File: config.mk
export PLATFORM = sky130hd
export DESIGN_NAME = dual_dac_serial_front
export DESIGN_NICKNAME = d
export VERILOG_FILES = /design/src/rtl/dsf_pkg.sv /design/src/rtl/dsf_sync.sv /design/src/rtl/dsf_shifter.sv /design/src/rtl/dsf_latches.sv /design/src/rtl/dual_dac_serial_front.sv
export SDC_FILE = /design/constraint.sdc
export NUM_CORES = 1
export LEC_CHECK = 0
export BUFFER_PORTS_ARGS = -buffer_cell sky130_fd_sc_hd__buf_2
export CORE_MARGIN = 5
export CORE_UTILIZATION = 62
export DETAILED_ROUTE_END_ITERATION = 7
export HOLD_SLACK_MARGIN = 0.06
export PLACE_DENSITY = 0.87
export SLEW_MARGIN = 20
export SYNTH_ARGS = -nofsm -noshare
export SYNTH_HDL_FRONTEND = slang
export SYNTH_HIERARCHICAL = 1
export SYNTH_SLANG_ARGS = --single-unit
File: constraint.sdc
create_clock -name clk -period 4.5 [get_ports clk]
set_input_delay 0.225 -clock clk [delete_from_list [all_inputs] [get_ports clk]]
set_output_delay 0.225 -clock clk [all_outputs]
set_load 0.02 [all_outputs]
File: src/rtl/dsf_pkg.sv
package dsf_pkg;
    parameter int CODE_W  = 12;
    parameter int WORD_W  = 16;
    parameter int SEL_BIT = 12;

    typedef logic [CODE_W-1:0] dsf_code_t;

    typedef struct packed {
        logic      sel;
        dsf_code_t code;
    } dsf_word_t;

    function automatic dsf_code_t to_latch(dsf_code_t c, logic twos);
        dsf_code_t r;
        r = c;
        r[CODE_W-1] = c[CODE_W-1] ^ twos;
        return r;
    endfunction

    function automatic dsf_code_t clear_code(logic twos);
        dsf_code_t r;
        r = '0;
        r[CODE_W-1] = twos;
        return r;
    endfunction
endpackage

File: src/rtl/dsf_sync.sv
module dsf_sync #(
    parameter int          W       = 1,
    parameter logic [W-1:0] RST_VAL = '0
) (
    input  logic         clk,
    input  logic         rst,
    input  logic [W-1:0] d,
    output logic [W-1:0] q
);
    for (genvar i = 0; i < W; i++) begin : g_bit
        logic s1, s2;
        always_ff @(posedge clk) begin
            if (rst) begin
                s1 <= RST_VAL[i];
                s2 <= RST_VAL[i];
            end else begin
                s1 <= d[i];
                s2 <= s1;
            end
        end
        assign q[i] = s2;
    end
endmodule

File: src/rtl/dsf_shifter.sv
module dsf_shifter
    import dsf_pkg::*;
(
    input  logic      clk,
    input  logic      rst,
    input  logic      frame_s,
    input  logic      sclk_fall,
    input  logic      sdin_s,
    output logic      done,
    output dsf_word_t word
);
    localparam int CNT_W = $clog2(WORD_W + 1);
    localparam logic [CNT_W-1:0] FULL = CNT_W'(WORD_W);
    localparam logic [CNT_W-1:0] LAST = CNT_W'(WORD_W - 1);

    logic [WORD_W-1:0] sh;
    logic [CNT_W-1:0]  cnt;

    always_ff @(posedge clk) begin
        if (rst) begin
            sh   <= '0;
            cnt  <= '0;
            done <= 1'b0;
        end else begin
            done <= 1'b0;
            if (frame_s) begin
                cnt <= '0;
            end else if (sclk_fall && cnt != FULL) begin
                sh  <= {sh[WORD_W-2:0], sdin_s};
                cnt <= cnt + 1'b1;
                if (cnt == LAST) done <= 1'b1;
            end
        end
    end

    assign word.sel  = sh[SEL_BIT];
    assign word.code = sh[CODE_W-1:0];

    p_done_pulse_r2: assert property (@(posedge clk) disable iff (rst)
        done |=> !done);
    p_short_discard_r6: assert property (@(posedge clk) disable iff (rst)
        (frame_s && cnt != FULL) |=> !done);
endmodule

File: src/rtl/dsf_latches.sv
module dsf_latches
    import dsf_pkg::*;
(
    input  logic      clk,
    input  logic      rst,
    input  logic      done,
    input  dsf_word_t word,
    input  logic      fmt_s,
    input  logic      load_s,
    input  logic      load_fall,
    input  logic      clr_s,
    output dsf_code_t lat_a,
    output dsf_code_t lat_b
);
    dsf_code_t in_a, in_b, nxt_a, nxt_b, new_code;
    logic      auto_ld;

    always_comb begin
        new_code = to_latch(word.code, fmt_s);
        nxt_a    = (done && !word.sel) ? new_code : in_a;
        nxt_b    = (done &&  word.sel) ? new_code : in_b;
        auto_ld  = done && !load_s;
    end

    always_ff @(posedge clk) begin
        if (rst) begin
            in_a  <= '0;
            in_b  <= '0;
            lat_a <= '0;
            lat_b <= '0;
        end else if (!clr_s) begin
            in_a  <= clear_code(fmt_s);
            in_b  <= clear_code(fmt_s);
            lat_a <= clear_code(fmt_s);
            lat_b <= clear_code(fmt_s);
        end else begin
            in_a <= nxt_a;
            in_b <= nxt_b;
            if (auto_ld) begin
                lat_a <= nxt_a;
                lat_b <= nxt_b;
            end else if (load_fall) begin
                lat_a <= in_a;
                lat_b <= in_b;
            end
        end
    end

    p_clear_code_r8: assert property (@(posedge clk) disable iff (rst)
        !clr_s |=> (lat_a == {$past(fmt_s), {(CODE_W-1){1'b0}}}) && (lat_a == lat_b));
    p_hold_r3: assert property (@(posedge clk) disable iff (rst)
        (clr_s && !load_fall && !(done && !load_s)) |=> $stable(lat_a) && $stable(lat_b));
    p_auto_a_r5: assert property (@(posedge clk) disable iff (rst)
        (clr_s && done && !load_s && !word.sel) |=> lat_a == $past(new_code));
    p_auto_b_r5: assert property (@(posedge clk) disable iff (rst)
        (clr_s && done && !load_s && word.sel) |=> lat_b == $past(new_code));
endmodule

File: src/rtl/dual_dac_serial_front.sv
module dual_dac_serial_front
    import dsf_pkg::*;
(
    input  logic              clk,
    input  logic              rst,
    input  logic              ser_clk,
    input  logic              frame_n,
    input  logic              ser_data,
    input  logic              load_n,
    input  logic              clear_n,
    input  logic              twos_fmt,
    output logic [CODE_W-1:0] code_a,
    output logic [CODE_W-1:0] code_b
);
    localparam int NSYNC = 6;

    logic [NSYNC-1:0] raw, syn;
    logic sclk_s, frame_s, sdin_s, load_s, clr_s, fmt_s;
    logic sclk_prev, load_prev, sclk_fall, load_fall;
    logic done;
    dsf_word_t word;

    assign raw = {twos_fmt, clear_n, load_n, ser_data, frame_n, ser_clk};
    assign {fmt_s, clr_s, load_s, sdin_s, frame_s, sclk_s} = syn;

    dsf_sync #(.W(NSYNC), .RST_VAL(6'b011011)) u_sync (
        .clk(clk), .rst(rst), .d(raw), .q(syn)
    );

    always_ff @(posedge clk) begin
        if (rst) begin
            sclk_prev <= 1'b1;
            load_prev <= 1'b1;
        end else begin
            sclk_prev <= sclk_s;
            load_prev <= load_s;
        end
    end

    assign sclk_fall = sclk_prev && !sclk_s;
    assign load_fall = load_prev && !load_s;

    dsf_shifter u_shift (
        .clk(clk), .rst(rst), .frame_s(frame_s), .sclk_fall(sclk_fall),
        .sdin_s(sdin_s), .done(done), .word(word)
    );

    dsf_latches u_lat (
        .clk(clk), .rst(rst), .done(done), .word(word), .fmt_s(fmt_s),
        .load_s(load_s), .load_fall(load_fall), .clr_s(clr_s),
        .lat_a(code_a), .lat_b(code_b)
    );

    p_reset_r1: assert property (@(posedge clk)
        rst |=> (code_a == '0) && (code_b == '0));
endmodule

==> results.md <==
Power and ir drop:
- The power density of the placed cells is 363 nW/µm².
- IR analysis of the VDD net gives a maximum drop of 0.425 mV.
- The total design power is 1.31 mW.
- The static leakage is 1.34 nW.

Global routing:
- The initial antenna violation count is 0.
- The number of global-route vias before repair is 2,168.
- For this run, the total global-route usage over all layers was measured as 0.188.
- The pin count of the biggest net entering global routing is 36.
- The first-pass GRT wire length is 10.5 mm.
- For this run the aggregate overflow at the end of global routing stands at 0.

Timing:
- The post-route minimum period is 1.99 ns.
- The relative slew slack is 0.344.
- Based on the critical path, the design can be clocked at up to 502 MHz.
- The final hold violation count is 0.
- For the pin with the worst max-slew slack, the measured transition is 0.985 ns.
- Dividing the final minimum period by the clock period gives 0.443.
- The final worst clock skew is 0.00720 ns.
- Setup violations remaining at the end of the flow were counted as 0.
- In the post-route analysis, the smallest setup slack over all paths is 2.51 ns.
- Setup repair after global routing left no endpoint under its margin.
- The count of final max-slew check failures is 0.
- After routing, the total negative slack on setup checks comes to 0 ns.

Place:
- Input and output buffers added on the ports amount to 31.
- The number of placed instances with taps included is 400.
- The half-perimeter wire length after placement is 4.17 mm.
- The global placement routability congestion is 0.859.
- Before CTS, the worst setup slack after placement is 2.34 ns.

Logic synthesis:
- Yosys printed 6 warnings.
- The most used flip-flop cell after synthesis is dfxtp_1.
- The cell area after synthesis is 3300 µm².
- By area the synthesized netlist is led by dfxtp_1 49%, mux2i_1 11%, o2bb2ai_2 4.5%.
- For this run, the register share of the synthesized area comes to 0.491.
- The cell count after synthesis came out at 323.
- The number of flops mapped to enable cells by yosys is 0.
- The library cell occupying the most area in the post-synthesis netlist is dfxtp_1.
- The count of distinct cell types in the synthesized netlist is 40.
- The average instance in the mapped netlist occupies 10.2 µm².
- The post-synth net total is 334.
- After synthesis, the share of flip-flops with an asynchronous set or reset is 0.
- The share of synthesized area in the top cell type comes to 0.491.
- In this run, synthesis produced a sequential element count of 81.

Critical path:
- Of all nets on the critical path, the largest fanout is 16.
- The data arrival at the endpoint of the critical path is 2.21 ns.
- The startpoint of the most critical register-to-register path is u_shift/done.
- Tracing the worst setup path back leads to its startpoint at u_shift/done.
- The class of the most critical setup path is reg2reg.
- The kind of capture point of the worst setup path is a register.
- The data required time of the worst path is 4.72 ns.
- The launching element type of the critical path is a register.

Clock network:
- TritonCTS built the clock tree.
- Buffers inserted during clock tree synthesis total 9.
- Once the clock tree was built, the setup fixing pass inserted 0 buffers.
- Hold repair after CTS inserted 3 buffers.
- The clock net in this run drives a total of 81 sinks.
- After clock tree synthesis, the repair step resized 0 gates.
- The largest buffer count on any clock path is 2.
- The root buffer cell is clkbuf_8.
- The number of levels the H-tree was split into is 3.
- The post-CTS clock slew at the launch and capture registers of the worst setup and hold paths is 0.07 ns.
- The latest clock arrival within the worst-skew pair is 0.34 ns.

Die:
- 32 I/O pins were placed.
- The cell row count is 26.
- The height of the die is 83.0 µm.
- The die is 83.0 µm wide.
- The die footprint is 6890 µm².
- The effective utilization at floorplan is 0.643.
- In this run the standard cell core region covers 5140 µm².

Worst hold path:
- The hold path startpoint is ser_clk.
- The kind of path behind the tightest hold check is in2reg.

Cells and area:
- Registers take 1620 µm².
- For this run, the share of the core covered by cells in the final layout is 0.703.
- The fraction of final layout cells with drive strength greater than 1 is 0.182.
- The finished layout holds 417 standard cells, fillers aside.
- The area growth from synthesis to final layout is 9.39%.
- The number of antenna diodes in the final layout is 0.
- After the last flow step, the layout net total stands at 355.
- The count of filler cells inserted in the layout is 410.
- The area of the multi-input gates is 1490 µm².

Status:
- The run finished with clean final reports.

Detailed routing:
- The wire length reported by the detailed router is 6.03 mm.
- The final routed wire length divided by cell count is 14.5 µm.
- The total iterations of the first detailed-routing run is 4.
- The vias after detailed routing is 2,265.
- The post-detailed-route count of antenna-violating nets is 0.
- The first routing iteration left 134 violations.
- After detailed routing, the number of remaining DRC violations is 0.
- The average vias per placed instance is 5.43.

Run:
- The number of maximum-capacitance violations is 0.
-- power by group --
part / internal [mW] / switching, mW
registers: 0.724 / 0.00429
logic: 0.0184 / 0.0263
clock network: 0.304 / 0.233
total: 1.05 / 0.264
-- routing by layer --
metal	vias up	wire length, µm	GRT usage
met5	-	0	0
met4	0	41	0.0713
met3	4	329	0.0545
met2	55	2970	0.309
met1	1046	2690	0.233
li1	1160	-	-
-- per-stage QoR --
step,hold WS (ns),instance area (µm²)
detailed placement,0.392,3390
floorplan,0.297,3300
CTS,0.0601,3610
global route,0.0788,3610
finish,0.0682,3610
global placement,0.386,3390
-- Yosys cell counts, types with 2 or more instances --
library cell,n
o2bb2ai_1,8
nand2_1,33
mux2i_1,36
buf_2,14
nand2b_1,17
mux2_1,2
ha_1,3
nor3_1,5
a22oi_1,2
nor4_1,2
a211oi_1,4
a21oi_1,24
o2bb2ai_2,10
buf_4,7
or2_1,10
inv_1,4
and2b_1,2
nor2b_1,8
o21ai_1,2
buf_6,3
nor2_1,11
nand3_1,12
dfxtp_1,81
nand4_1,2
o21ai_0,6
-- worst paths after layout --
check / slack [ns] / cells after the start / end
worst max-delay path: 2.51 / 4 / u_lat/in_a[11]
worst min-delay path: 0.07 / 2 / u_sync/g_bit[0].s1
worst min register to register: 0.41 / 1 / u_sync/g_bit[3].s2
worst max register to register: 2.51 / 4 / u_lat/in_a[11]
-- cells in the final DEF, fill, tap and decap left out, types with 5 or more instances in the layout --
cell type | synthesis | layout
nand3_1 | 12 | 12
nand2b_1 | 17 | 17
clkbuf_8 | 0 | 9
o2bb2ai_1 | 8 | 8
dfxtp_1 | 81 | 81
nor2b_1 | 8 | 6
nor2_1 | 11 | 11
o21ai_0 | 6 | 6
nor3_1 | 5 | 5
buf_2 | 14 | 31
mux2i_1 | 36 | 36
nand2_1 | 33 | 33
a21oi_1 | 24 | 24
o2bb2ai_2 | 10 | 10
or2_1 | 10 | 10
-- logic make-up (layout without fill, tap and decap cells) --
kind of cell / count (synthesis) / in the layout / share of synthesized area
multiplexers: 38 / 38 / 0.116
buffers and inverters: 30 / 54 / 0.0591
AND/OR/NAND/NOR: 110 / 110 / 0.181
XOR/XNOR: 2 / 2 / 0.00530
AO/OA/AOI/OAI: 59 / 59 / 0.136
adder cells (fa/ha/maj): 3 / 3 / 0.0114
flip-flops: 81 / 81 / 0.491
-- sequential cells by signal (all words and copies together) (netlist names) --
signal           count
u_shift/sh          13
u_lat/in_a          12
u_lat/in_b          12
u_lat/lat_a         12
u_lat/lat_b         12
u_sync/g_bit.s1      6
u_sync/g_bit.s2      6
u_shift/cnt          5
load_prev            1
sclk_prev            1
u_shift/done         1
-- cell type report --
| type | instances | area share |
|---|---|---|
| flip-flops and latches | 81 | 0.449 |
| multi-input cells | 212 | 0.413 |
| well taps | 70 | 0.0242 |
| clock buffers | 10 | 0.0353 |
| repair buffers | 36 | 0.0554 |
| clock inverters | 4 | 0.0194 |
| inverters | 4 | 0.00416 |
-- critical path: stages (launching register included) --
cell     delay, ns
dfxtp_1       0.62
nor2b_1       0.63
mux2_1        0.39
a22oi_1       0.16
nor2_1        0.06
No activity file was read; power rests on OpenSTA's default activity.
